### config.mk
export PLATFORM = sky130hd
export DESIGN_NAME = smb_cmd_dispatch
export DESIGN_NICKNAME = d
export VERILOG_FILES = /design/src/rtl/smb_disp_pkg.sv /design/src/rtl/smb_frame_dec.sv /design/src/rtl/smb_ptr_unit.sv /design/src/rtl/smb_be_req.sv /design/src/rtl/smb_cmd_dispatch.sv
export SDC_FILE = /design/constraint.sdc
export NUM_CORES = 1
export LEC_CHECK = 0
export CORE_ASPECT_RATIO = 0.8
export CORE_MARGIN = 2
export CORE_UTILIZATION = 31
export CTS_BUF_LIST = sky130_fd_sc_hd__clkbuf_2 sky130_fd_sc_hd__clkbuf_4 sky130_fd_sc_hd__clkbuf_8
export CTS_CLUSTER_SIZE = 40
export DETAILED_ROUTE_END_ITERATION = 6
export DONT_BUFFER_PORTS = 1
export PLACE_DENSITY = 0.48
export SYNTH_ARGS = -nofsm -noshare
export SYNTH_HDL_FRONTEND = slang
export SYNTH_SLANG_ARGS = --single-unit
### constraint.sdc
create_clock -name clk_i -period 6.8 [get_ports clk_i]
set_clock_uncertainty 0.2 [all_clocks]
set_input_delay 0 -clock clk_i [delete_from_list [all_inputs] [get_ports clk_i]]
set_output_delay 0 -clock clk_i [all_outputs]
set_load 0.01 [all_outputs]
### src/rtl/smb_disp_pkg.sv
package smb_disp_pkg;
  localparam int ADDR_W = 16;

  typedef enum logic [2:0] {
    FK_IDLE,
    FK_CMD,
    FK_NV,
    FK_BCNT,
    FK_BDAT,
    FK_BAD
  } frame_kind_e;

  typedef struct packed {
    logic              ram_ptr;
    logic              nv_ptr;
    logic              nv_prog;
    logic              blk_wr;
    logic [ADDR_W-1:0] addr;
    logic [7:0]        data;
  } disp_act_t;
endpackage

### src/rtl/smb_frame_dec.sv
module smb_frame_dec
  import smb_disp_pkg::*;
#(
  parameter logic [7:0] NV_HI_MIN = 8'hF8,
  parameter logic [7:0] NV_HI_MAX = 8'hFB,
  parameter logic [7:0] BLK_CMD   = 8'hFC,
  parameter int         MAX_BLK   = 32,
  parameter int         POS_W     = 6
) (
  input  logic             clk_i,
  input  logic             rst_ni,
  input  logic             start_i,
  input  logic             stop_i,
  input  logic             byte_vld_i,
  input  logic [7:0]       byte_i,
  input  logic [POS_W-1:0] byte_pos_i,
  output logic             ack_o,
  output disp_act_t        act_o
);
  localparam int                CNT_W    = $clog2(MAX_BLK + 1);
  localparam logic [7:0]        MAX_B8   = 8'(MAX_BLK);
  localparam logic [CNT_W-1:0]  LEFT_MAX = CNT_W'(MAX_BLK);

  frame_kind_e      kind_q, kind_d;
  logic [7:0]       cmd_q, cmd_d, lo_q, lo_d, dat_q, dat_d;
  logic [1:0]       ndat_q, ndat_d;
  logic [CNT_W-1:0] left_q, left_d;

  always_comb begin
    kind_d = kind_q;
    cmd_d  = cmd_q;
    lo_d   = lo_q;
    dat_d  = dat_q;
    ndat_d = ndat_q;
    left_d = left_q;
    ack_o  = 1'b0;
    act_o  = '0;
    if (start_i) begin
      kind_d = FK_IDLE;
    end else if (stop_i) begin
      kind_d = FK_IDLE;
      unique case (kind_q)
        FK_CMD, FK_BCNT: begin
          act_o.ram_ptr = 1'b1;
          act_o.addr    = {8'h00, cmd_q};
        end
        FK_NV: begin
          act_o.addr = {cmd_q, lo_q};
          act_o.data = dat_q;
          if (ndat_q == 2'd0) begin
            act_o.ram_ptr = 1'b1;
            act_o.addr    = {8'h00, cmd_q};
          end else if (ndat_q == 2'd1) begin
            act_o.nv_ptr = 1'b1;
          end else begin
            act_o.nv_prog = 1'b1;
          end
        end
        default: ;
      endcase
    end else if (byte_vld_i) begin
      if (byte_pos_i == '0) begin
        ack_o  = 1'b1;
        cmd_d  = byte_i;
        ndat_d = 2'd0;
        if (byte_i == BLK_CMD)                             kind_d = FK_BCNT;
        else if (byte_i >= NV_HI_MIN && byte_i <= NV_HI_MAX) kind_d = FK_NV;
        else                                               kind_d = FK_CMD;
      end else begin
        unique case (kind_q)
          FK_NV: begin
            if (ndat_q == 2'd0) begin
              ack_o = 1'b1; lo_d = byte_i; ndat_d = 2'd1;
            end else if (ndat_q == 2'd1) begin
              ack_o = 1'b1; dat_d = byte_i; ndat_d = 2'd2;
            end else begin
              kind_d = FK_BAD;
            end
          end
          FK_BCNT: begin
            if (byte_i == 8'h00 || byte_i > MAX_B8) begin
              kind_d = FK_BAD;
            end else begin
              ack_o  = 1'b1;
              left_d = byte_i[CNT_W-1:0];
              kind_d = FK_BDAT;
            end
          end
          FK_BDAT: begin
            if (left_q != '0) begin
              ack_o        = 1'b1;
              act_o.blk_wr = 1'b1;
              act_o.data   = byte_i;
              left_d       = left_q - 1'b1;
            end else begin
              kind_d = FK_BAD;
            end
          end
          FK_CMD:  kind_d = FK_BAD;
          default: ;
        endcase
      end
    end
  end

  always_ff @(posedge clk_i or negedge rst_ni) begin
    if (!rst_ni) begin
      kind_q <= FK_IDLE;
      cmd_q  <= '0;
      lo_q   <= '0;
      dat_q  <= '0;
      ndat_q <= '0;
      left_q <= '0;
    end else begin
      kind_q <= kind_d;
      cmd_q  <= cmd_d;
      lo_q   <= lo_d;
      dat_q  <= dat_d;
      ndat_q <= ndat_d;
      left_q <= left_d;
    end
  end

  p_cmd_ack_r10: assert property (@(posedge clk_i) disable iff (!rst_ni)
    (byte_vld_i && !start_i && !stop_i && byte_pos_i == '0) |-> ack_o);

  p_bad_cnt_r6: assert property (@(posedge clk_i) disable iff (!rst_ni)
    (byte_vld_i && !start_i && !stop_i && byte_pos_i != '0 && kind_q == FK_BCNT
     && (byte_i == 8'h00 || byte_i > MAX_B8)) |=> (kind_q == FK_BAD));

  p_left_bound_r5: assert property (@(posedge clk_i) disable iff (!rst_ni)
    (kind_q == FK_BDAT) |-> (left_q <= LEFT_MAX));
endmodule

### src/rtl/smb_ptr_unit.sv
module smb_ptr_unit #(
  parameter int ADDR_W = 16
) (
  input  logic              clk_i,
  input  logic              rst_ni,
  input  logic              ram_ld_i,
  input  logic              nv_ld_i,
  input  logic [ADDR_W-1:0] ld_addr_i,
  input  logic              inc_i,
  output logic [ADDR_W-1:0] ptr_o,
  output logic              nv_o
);
  always_ff @(posedge clk_i or negedge rst_ni) begin
    if (!rst_ni) begin
      ptr_o <= '0;
      nv_o  <= 1'b0;
    end else if (ram_ld_i || nv_ld_i) begin
      ptr_o <= ld_addr_i;
      nv_o  <= nv_ld_i;
    end else if (inc_i) begin
      ptr_o <= ptr_o + 1'b1;
    end
  end

  p_ptr_hold_r2: assert property (@(posedge clk_i) disable iff (!rst_ni)
    (!ram_ld_i && !nv_ld_i && !inc_i) |=> ($stable(ptr_o) && $stable(nv_o)));

  p_blk_inc_r5: assert property (@(posedge clk_i) disable iff (!rst_ni)
    (inc_i && !ram_ld_i && !nv_ld_i) |=> (ptr_o == $past(ptr_o) + 1'b1));
endmodule

### src/rtl/smb_be_req.sv
module smb_be_req #(
  parameter int ADDR_W = 16
) (
  input  logic              clk_i,
  input  logic              rst_ni,
  input  logic              rd_req_i,
  input  logic              blk_wr_i,
  input  logic              prog_i,
  input  logic [ADDR_W-1:0] prog_addr_i,
  input  logic [7:0]        wdata_i,
  input  logic [ADDR_W-1:0] ptr_i,
  input  logic              ptr_nv_i,
  input  logic [7:0]        be_rdata_i,
  input  logic              be_rvld_i,
  output logic              be_wr_o,
  output logic              be_rd_o,
  output logic              be_nv_o,
  output logic [ADDR_W-1:0] be_addr_o,
  output logic [7:0]        be_wdata_o,
  output logic [7:0]        rd_data_o,
  output logic              rd_vld_o
);
  always_ff @(posedge clk_i or negedge rst_ni) begin
    if (!rst_ni) begin
      be_wr_o    <= 1'b0;
      be_rd_o    <= 1'b0;
      be_nv_o    <= 1'b0;
      be_addr_o  <= '0;
      be_wdata_o <= '0;
    end else begin
      be_rd_o <= rd_req_i;
      be_wr_o <= !rd_req_i && (blk_wr_i || prog_i);
      if (rd_req_i || blk_wr_i) begin
        be_addr_o <= ptr_i;
        be_nv_o   <= ptr_nv_i;
      end else if (prog_i) begin
        be_addr_o <= prog_addr_i;
        be_nv_o   <= 1'b1;
      end
      if (blk_wr_i || prog_i) be_wdata_o <= wdata_i;
    end
  end

  always_ff @(posedge clk_i or negedge rst_ni) begin
    if (!rst_ni) begin
      rd_data_o <= '0;
      rd_vld_o  <= 1'b0;
    end else begin
      rd_vld_o <= be_rvld_i;
      if (be_rvld_i) rd_data_o <= be_rdata_i;
    end
  end

  p_rd_issue_r9: assert property (@(posedge clk_i) disable iff (!rst_ni)
    rd_req_i |=> (be_rd_o && !be_wr_o));
endmodule

### src/rtl/smb_cmd_dispatch.sv
module smb_cmd_dispatch
  import smb_disp_pkg::*;
#(
  parameter logic [7:0] NV_HI_MIN = 8'hF8,
  parameter logic [7:0] NV_HI_MAX = 8'hFB,
  parameter logic [7:0] BLK_CMD   = 8'hFC,
  parameter int         MAX_BLK   = 32,
  parameter int         POS_W     = 6
) (
  input  logic              clk_i,
  input  logic              rst_ni,
  input  logic              start_i,
  input  logic              stop_i,
  input  logic              byte_vld_i,
  input  logic [7:0]        byte_i,
  input  logic [POS_W-1:0]  byte_pos_i,
  input  logic              rd_req_i,
  output logic              ack_o,
  output logic [7:0]        rd_data_o,
  output logic              rd_vld_o,
  output logic              be_wr_o,
  output logic              be_rd_o,
  output logic              be_nv_o,
  output logic [ADDR_W-1:0] be_addr_o,
  output logic [7:0]        be_wdata_o,
  input  logic [7:0]        be_rdata_i,
  input  logic              be_rvld_i
);
  disp_act_t         act;
  logic [ADDR_W-1:0] ptr;
  logic              ptr_nv;

  smb_frame_dec #(
    .NV_HI_MIN (NV_HI_MIN),
    .NV_HI_MAX (NV_HI_MAX),
    .BLK_CMD   (BLK_CMD),
    .MAX_BLK   (MAX_BLK),
    .POS_W     (POS_W)
  ) u_dec (
    .clk_i      (clk_i),
    .rst_ni     (rst_ni),
    .start_i    (start_i),
    .stop_i     (stop_i),
    .byte_vld_i (byte_vld_i),
    .byte_i     (byte_i),
    .byte_pos_i (byte_pos_i),
    .ack_o      (ack_o),
    .act_o      (act)
  );

  smb_ptr_unit #(.ADDR_W(ADDR_W)) u_ptr (
    .clk_i     (clk_i),
    .rst_ni    (rst_ni),
    .ram_ld_i  (act.ram_ptr),
    .nv_ld_i   (act.nv_ptr || act.nv_prog),
    .ld_addr_i (act.addr),
    .inc_i     (act.blk_wr),
    .ptr_o     (ptr),
    .nv_o      (ptr_nv)
  );

  smb_be_req #(.ADDR_W(ADDR_W)) u_req (
    .clk_i       (clk_i),
    .rst_ni      (rst_ni),
    .rd_req_i    (rd_req_i),
    .blk_wr_i    (act.blk_wr),
    .prog_i      (act.nv_prog),
    .prog_addr_i (act.addr),
    .wdata_i     (act.data),
    .ptr_i       (ptr),
    .ptr_nv_i    (ptr_nv),
    .be_rdata_i  (be_rdata_i),
    .be_rvld_i   (be_rvld_i),
    .be_wr_o     (be_wr_o),
    .be_rd_o     (be_rd_o),
    .be_nv_o     (be_nv_o),
    .be_addr_o   (be_addr_o),
    .be_wdata_o  (be_wdata_o),
    .rd_data_o   (rd_data_o),
    .rd_vld_o    (rd_vld_o)
  );
endmodule

After elaboration in Yosys (flattened, before gate mapping)
Cells that the tools add are included.
Storage, ports and cells
  flip-flop bits (word level): 88
  input port bits: 29
  output and inout port bits: 37
  logic and storage cells: 114
Cells by class
  $add $sub $neg: 2
  order comparisons: 3
  equality and inequality tests: 11
  mux-type cells: 53
  bitwise gates (word level): 4
  reductions and logical operators: 26
Operator list (number)
  2-to-1 mux 16 bit: 6
  2-to-1 mux 8 bit: 6
  case mux 16 bit (2 select lines): 1
  2-to-1 mux 28 bit: 1
  2-to-1 mux 3 bit: 9
  2-to-1 mux 1 bit: 17
  adder 16 x 1 -> 16 bit (second input constant): 1
  != test 5 x 4 -> 1 bit (second input constant): 3
  2-to-1 mux 2 bit: 7
  AND reduction 7 bit: 2
  2-to-1 mux 6 bit: 2
  case mux 3 bit (4 select lines): 1
  case mux 6 bit (2 select lines): 1
  AND reduction 5 bit: 2
  == test 8 bit (second input constant): 1
  >= comparator 8 bit (second input constant): 1
  greater-than comparator 8 x 6 -> 1 bit (second input constant): 1
  <= comparator 8 bit (second input constant): 1
  zero test 8 bit: 1
  nonzero test 2 bit: 4
  nonzero test 7 bit: 1
  == test 3 x 2 -> 1 bit (second input constant): 2
  zero test 6 bit: 1
  AND reduction 6 bit: 1
  other kinds (17): 26

Logic depth before layout (Yosys ltp)
Gate-level depths: netlist of the first run.
  depth after elaboration: 10
  depth in mapped cells: 9

Modules after synthesis
Synthesis of the first run repeated with hierarchy kept, for this count alone.
Unflattened totals
  cell total of the unflattened synthesis: 420
  area total of the unflattened synthesis: 4543.1 um^2
By module, submodules not included
  smb_frame_dec: times used 1, cells each 204, area an instance 2080.7 um^2, seq. area each 875.8 um^2
  smb_be_req: times used 1, cells each 114, area an instance 1535.2 um^2, seq. area each 900.9 um^2
  smb_ptr_unit: times used 1, cells each 101, area an instance 920.9 um^2, seq. area each 425.4 um^2
  smb_cmd_dispatch: times used 1, cells each 1, area an instance 6.3 um^2, seq. area each 0.0 um^2

Worst setup path after synthesis of the first run
No wires, ideal clock.
  path kind: reg2reg
  from: register u_dec.left_q[0]
  to: register u_dec.left_q[1]
  arrival time: 1978 ps
  data required time: 6473 ps
  path slack: 4495 ps
  stages on the path, launching flop included: 9
  clock period less this slack: 2305 ps
  path through: dfrtp_1 inv_1 ha_1 or4b_4 o21a_1 buf_6 a31o_4 nand2_4 mux2_1
Between the ends
  longest elaborated chain between the ends: 3
  elaborated cells between the ends (all ways): 6
Ends and longest elaborated chain
  start, declared: RTL line smb_frame_dec.sv:27  | logic [CNT_W-1:0] left_q, left_d;
  start signal, assigned: RTL line smb_frame_dec.sv:120  | left_q <= left_d;
  subtractor 6 x 1 -> 6 bit or nonzero test 6 bit (tied branches): RTL line smb_frame_dec.sv:94, smb_frame_dec.sv:90
  2-to-1 mux 6 bit or != test 2 x 1 -> 1 bit (tied branches)
  case mux 6 bit (2 select lines) or AND reduction 7 bit (tied branches)
Several ways; a longest one is shown, not always the timed one. The select of a mux whose other input is x is not followed.
A chain may end at the register's enable or synchronous reset.

Worst setup path in the final report of the first run
  from: input port start_i
  to: register u_ptr.ptr_o[9]
Between the ends
  longest elaborated chain between the ends: 4
  elaborated cells between the ends (all ways): 5
Ends and longest elaborated chain
  start, declared: RTL line smb_cmd_dispatch.sv:12  | input logic start_i,
  2-to-1 mux 28 bit *: RTL line smb_frame_dec.sv:38  | if (start_i) begin
  logical OR 1 bit: RTL line smb_cmd_dispatch.sv:55  | .nv_ld_i (act.nv_ptr || act.nv_prog),
  logical OR 1 bit: RTL line smb_ptr_unit.sv:17  | end else if (ram_ld_i || nv_ld_i) begin
  2-to-1 mux 16 bit or nonzero test 2 bit (tied branches)
  end signal, assigned: RTL line smb_ptr_unit.sv:18  | ptr_o <= ld_addr_i;
  end signal, assigned: RTL line smb_ptr_unit.sv:21  | ptr_o <= ptr_o + 1'b1;
  end, declared: RTL line smb_ptr_unit.sv:10  | output logic [ADDR_W-1:0] ptr_o,
Mark *: on every way between the ends. The rest lies on a longest branch, timed or not.

==> impl_metrics.csv, run 1 <==
group,metric,value,unit
global_routing,grt_pass1_wl,21300,um
cts,cts-root-buf,"clkbuf_8",
route,drtPass1Iterations,4,
critical_path,cp.required,6870,ps
critical_path,crit_slowest_cell,"a21boi_2",
critical_path,max_stage_delay,820,ps
timing,period_share,47.6,%
critical_path,path_class,"primary input to register",
critical_path,cp_num_buf_inv,2,
global_routing,grt_max_degree,89,
synthesis,synth-edff-count,0,
synthesis,syn_inst,452,
synthesis,synth-async-reset-ratio,100,%
layout,drive_gt1_share,15.3,%
outcome,violations,"hold timing",
power_and_ir_drop,peakVddDrop,0.126,mV
global_routing,overflow,0,
critical_path,cp_top_family,"compound AO/OA/AOI/OAI gates",
synthesis,synth_fp_nets,483,
timing,rsz0062_at_grt,"false",
critical_path,worstPathMaxFanout,14,
timing,setup_violations,0,
placed_design,place_inst,614,
timing,drv_slew,0,
floorplanning,die-area,0.0155,mm2
floorplanning,core,0.0142,mm2
layout,fill_cells,1445,
timing,timing.hold.ws,-2.09,ps
layout,seqCellArea,0.00220,mm2
route,antenna_left,0,
timing,relSlewSlack,31.0,%
cts,cts-htree-levels,3,
critical_path,worst_ep_arrival_time,3310,ps
route,post_drt_wl_per_cell,19.6,um
critical_path,critPathLaunchType,"primary input",
timing,post-route-min-period,3240,ps
synthesis,yosysMostFrequentCell,"dfrtp_1",
layout,antenna_cells,0,
placed_design,place_congestion,0.824,
layout,synthToLayoutAreaGrowth,14.4,%
outcome,status,"complete, but fails checks",
critical_path,end_kind,"register",
synthesis,yosys.area.top_type,"dfrtp_1",
power_and_ir_drop,p_per_area,200,mW/mm2
cts,clk_path_buf_depth,2,
synthesis,ys_ff_latch,88,
placed_design,dp_hpwl,8740,um
synthesis,syn_area_per_cell,9.97,um2
synthesis,yosys_most_used_dff,"dfrtp_1",
synthesis,netlist_area,0.00451,mm2
flow_run,maxCapViolCount,0,
timing,worst_slew_pin_slew,1030,ps
cts,cts.repair.resized,0,
layout,final_nets,504,
global_routing,antenna_found_initial,1,
timing,max_freq,309,MHz
floorplanning,die_height,112,um
cts,cts.sinks,88,
floorplanning,die_w,139,um
synthesis,synth.distinct_cells,66,
placed_design,io_buffers,0,
hold_path,min_path_type,"primary input to asynchronous set/reset pin",
floorplanning,initial_utilization,31.6,%
cts,cts_tree,"built",
floorplanning,core.rowCount,39,
synthesis,yosys.area.top_type_share,48.9,%
global_routing,grtUsageTotal,17.6,%
layout,multi_input_area,0.00215,mm2
synthesis,ys_seq_area_share,48.9,%
timing,setup_tns,0,ps
synthesis,synth_common_cells,"dfrtp_1 (88), nand2_1 (62), nor2_1 (39)",
cts,cts_buffers,9,
synthesis,synthTopCellsByArea,"dfrtp_1 (49%), mux2_2 (8.0%), nand2_1 (5.2%), a21oi_1 (3.3%), nor2_1 (3.2%)",
layout,utilization,36.2,%
route,vias,3727,
route,routed_wl,12900,um
power_and_ir_drop,p_leak,0.00214,uW
global_routing,grt_pass1_vias,3741,
critical_path,crit_path_frequent_cell,"dlygate4sd3_1",
cts,clk_pin_slew,90,ps
synthesis,yosysWarnings,0,
route,post-route-drc-count,0,
timing,hold_viol_final,1,
route,routed_via_density,5.63,
route,drtIter0Drc,291,
critical_path,crit_chain,"dlygate4sd3_1 > nor3b_2 > dlygate4sd3_1 > a21boi_2 > nand2_1 > o41ai_1 > a21oi_1",
floorplanning,ioPinCount,66,
cts,clock_latency,390,ps
layout,instances_no_fill,662,
logic make-up (layout without fill, tap and decap cells):
family	Yosys count	count (layout)	share of synthesized area, %
AND/OR/NAND/NOR	167	167	18.7
flip-flops	88	88	48.9
multiplexers	33	33	8.25
buffers and inverters	29	55	3.36
adder cells (fa/ha/maj)	2	2	0.555
AO/OA/AOI/OAI	130	130	19.7
XOR/XNOR	3	3	0.583
where the power goes:
group          switching [uW]  internal (uW)
logic                    46.2           33.9
registers                27.5            544
clock network             200            181
area by class of cell:
cell class	count	share of cell area [%]
tap	184	4.47
clock buffer	10	2.67
sequential	88	42.7
timing repair buffer	32	6.55
multi-input combinational	335	41.8
inverter	7	0.510
clock inverter	6	1.31
metal layers:
| layer | track usage [%] | vias up | wire length, um |
|---|---|---|---|
| li1 | - | 1724 | - |
| met1 | 23.4 | 1860 | 5860 |
| met2 | 27.6 | 119 | 5940 |
| met3 | 5.76 | 22 | 927 |
| met4 | 4.98 | 2 | 206 |
| met5 | 0 | - | 7 |
path summary, 6_finish.rpt:
check | start | endpoint | slack, ps | cells past startpoint
worst max register to register | u_dec.left_q[0]$_DFFE_PN0P_ | u_req.be_addr_o[7]$_DFFE_PN0P_ | 3810 | 7
worst min-delay path | rst_ni | u_ptr.ptr_o[8]$_DFFE_PN0P_ | -2 | 2
worst max-delay path | start_i | u_ptr.ptr_o[9]$_DFFE_PN0P_ | 3560 | 7
max in group asynchronous | rst_ni | u_dec.left_q[3]$_DFFE_PN0P_ | 6000 | 2
min in group clk_i | byte_pos_i[2] | u_dec.kind_q[0]$_DFFE_PN0P_ | 50 | 4
worst min register to register | u_ptr.nv_o$_DFFE_PN0P_ | u_ptr.nv_o$_DFFE_PN0P_ | 290 | 1
registers in the layout (all words and copies together) (netlist names), 2 cells and up:
signal,cells
u_ptr.ptr_o,16
u_req.be_addr_o,16
u_dec.cmd_q,8
u_dec.dat_q,8
u_dec.lo_q,8
u_req.be_wdata_o,8
u_req.rd_data_o,8
u_dec.left_q,6
u_dec.kind_q,3
u_dec.ndat_q,2
timing repair:
item / 4_1_cts / 5_1_grt
endpoints found under the hold margin: 170 / 0
hold buffers: 32 / 0
setup buffers: 0 / 0
through the flow:
step | instance area [um2] | power (uW) | setup slack (ps) | hold slack (ps)
3_3_place_gp | 4610 | 627 | 3900 | -491
3_5_place_dp | 4610 | 628 | 3780 | -492
2_1_floorplan | 4510 | 618 | 4490 | -496
6_report | 5150 | 1030 | 3560 | -2.09
4_1_cts | 5150 | 1050 | 3610 | 25.6
5_1_grt | 5150 | 1080 | 3420 | 31.2
cell usage in the layout (no fill, tap or decap), types with 3 or more instances in the layout:
cell type      instances
a21oi_1               30
a22o_1                 3
a22oi_1                7
a31oi_1               20
a41oi_1                8
and3_1                 3
clkbuf_8              10
dfrtp_1               88
dlygate4sd3_1         31
inv_1                  7
mux2_2                32
nand2_1               62
nand3_1               19
nand4_1                7
nor2_1                39
nor3_1                 6
nor4_1                 3
o21ai_0               18
o21ai_1                4
o22ai_1                4
o31ai_1               11
or2_2                  3
xor2_1                 3
No activity file was read; power rests on OpenSTA's default activity.
==> run 2, diff against run 1 <==
- PLACE_DENSITY: 0.48 -> 0.49
- clock period: 6.8 -> 2.8 ns (I/O delays scaled with it)
==> run 2 against run 1 <==
Net effect:
- the run still ends with hold timing left
- utilization grew 1.3 points
- non-clock buffer count is 14 higher
- flip-flop and latch count did not move
- register-to-register slack got worse by 3500 ps
==> impl_metrics.csv, run 2 (synthesized netlist as in run 1, its figures left out) <==
group,metric,value,unit
outcome,status,"complete, but fails checks",
outcome,violations,"hold timing",
layout,mostFrequentLayoutCells,"dfrtp_1 (88), nand2_1 (61), nor2_1 (39), dlygate4sd3_1 (34), mux2_2 (32)",
timing,setup_violations,0,
timing,setup_tns,0,ps
timing,worst_slew_pin_slew,879,ps
floorplanning,initial_utilization,31.6,%
cts,clock_latency,390,ps
placed_design,dp_hpwl,8780,um
route,post-route-drc-count,0,
global_routing,grt_pass1_wl,20800,um
global_routing,overflow,0,
layout,multi_input_area,0.00218,mm2
timing,drv_slew,0,
layout,final_common_cell,"dfrtp_1",
hold_path,min_path_type,"primary input to asynchronous set/reset pin",
route,antenna_left,0,
critical_path,path_class,"primary input to register",
cts,cts.sinks,88,
layout,top_regs,"u_ptr.ptr_o: 16 flops, u_req.be_addr_o: 16 flops",
global_routing,grtUsageTotal,17.1,%
layout,drive_gt1_share,18.1,%
cts,cts_buffers,9,
timing,timing.hold.ws,-21.4,ps
layout,synthToLayoutAreaGrowth,18.6,%
power_and_ir_drop,p_per_area,495,mW/mm2
timing,rsz0062_at_grt,"false",
route,post_drt_wl_per_cell,18.7,um
critical_path,max_stage_delay,730,ps
critical_path,worstPathMaxFanout,13,
layout,final_nets,518,
cts,clk_path_buf_depth,2,
global_routing,grt_max_degree,89,
critical_path,worst_ep_arrival_time,2800,ps
route,drtPass1Iterations,5,
critical_path,crit_chain,"dlygate4sd3_1 > nor3b_2 > dlygate4sd3_1 > o21ai_1 > buf_4 > or4_1 > xor2_1 > o22ai_1",
critical_path,end_kind,"register",
route,routed_via_density,5.52,
critical_path,rrSetupSlack,310,ps
power_and_ir_drop,p_leak,0.00223,uW
cts,cts-htree-levels,3,
critical_path,r2r_cells,8,
global_routing,grt_pass1_vias,3785,
global_routing,antenna_found_initial,1,
timing,post-route-min-period,2700,ps
timing,period_share,96.3,%
cts,clk_pin_slew,80,ps
route,vias,3739,
layout,seqCellArea,0.00220,mm2
critical_path,timing.rr.end,"u_dec.left_q[1]$_DFFE_PN0P_",
cts,post-cts-setup-buffers,0,
critical_path,cp_num_buf_inv,3,
layout,fill_cells,1431,
floorplanning,core,0.0142,mm2
placed_design,place_congestion,0.845,
floorplanning,core.rowCount,39,
power_and_ir_drop,peakVddDrop,0.425,mV
floorplanning,die_height,112,um
critical_path,crit_slowest_cell,"dlygate4sd3_1",
cts,cts-root-buf,"clkbuf_8",
flow_run,maxCapViolCount,0,
timing,hold_viol_final,23,
critical_path,cp-startpoint,"stop_i",
route,routed_wl,12700,um
cts,cts_tree,"built",
timing,max_freq,371,MHz
floorplanning,die-area,0.0155,mm2
critical_path,rr_startpoint,"u_dec.left_q[0]$_DFFE_PN0P_",
floorplanning,die_w,139,um
timing,relSlewSlack,41.2,%
critical_path,cp.required,2900,ps
placed_design,io_buffers,0,
floorplanning,ioPinCount,66,
route,drtIter0Drc,285,
critical_path,critPathLaunchType,"primary input",
critical_path,crit_path_frequent_cell,"dlygate4sd3_1",
critical_path,cp_top_family,"buffers and inverters",
run 2: cell count changes in the layout (fill, tap and decap cells not counted), sizes merged, moves of 2 or more:
cell,change
buf,+11
dlygate4sd3,+3
bufinv,+2
clkinv,+2
clkinvlp,-2
run 2: cell type report:
type / instances / area share [%]
Multi-Input combinational cell: 335 / 40.8
Antenna cell: 1 / 0.0468
Tap cell: 184 / 4.31
Clock buffer: 9 / 2.32
Clock inverter: 7 / 2.06
Inverter: 7 / 0.492
Timing Repair Buffer: 46 / 8.73
Sequential cell: 88 / 41.2
run 2: worst max-delay path by stage:
stage,endpoint,slack [ps],cells past startpoint
after CTS,u_ptr.ptr_o[9]$_DFFE_PN0P_,30,7
after global placement,u_dec.left_q[1]$_DFFE_PN0P_,360,8
after floorplan,u_dec.left_q[1]$_DFFE_PN0P_,490,8
final,u_ptr.ptr_o[7]$_DFFE_PN0P_,100,8
after global routing,u_ptr.ptr_o[7]$_DFFE_PN0P_,30,8
after detailed placement,u_dec.left_q[1]$_DFFE_PN0P_,310,8
run 2: through the flow:
stage	worst slack [ps]	cells	util [%]	area, um2	total power, uW
final	103	677	37.5	5350	2650
after global routing	33.7	676	37.5	5340	2770
after CTS	33.0	676	37.2	5310	2690
after detailed placement	314	625	33.0	4710	1530
after global placement	362	625	33.0	4710	1530
after floorplan	495	452	-	4510	1500
run 2: power breakdown:
group / switching, uW / internal, uW / leakage (uW)
Sequential: 65.9 / 1320 / 0.00116
Clock: 468 / 586 / 0.000123
Combinational: 114 / 91.2 / 0.000952
run 2: per-layer routing:
| layer | track usage [%] | share of wire [%] |
|---|---|---|
| met1 | 23.5 | 48 |
| met2 | 25.9 | 45 |
| met3 | 4.73 | 5.4 |
| met4 | 6.26 | 1.7 |
| met5 | 0 | 0.055 |
run 2: what timing repair did:
| action | CTS | global route |
|---|---|---|
| hold endpoints to repair | 172 | 0 |
| endpoints found under the setup margin | 0 | 16 |
| gates resized for setup | 0 | 7 |
| hold buffers | 35 | 0 |
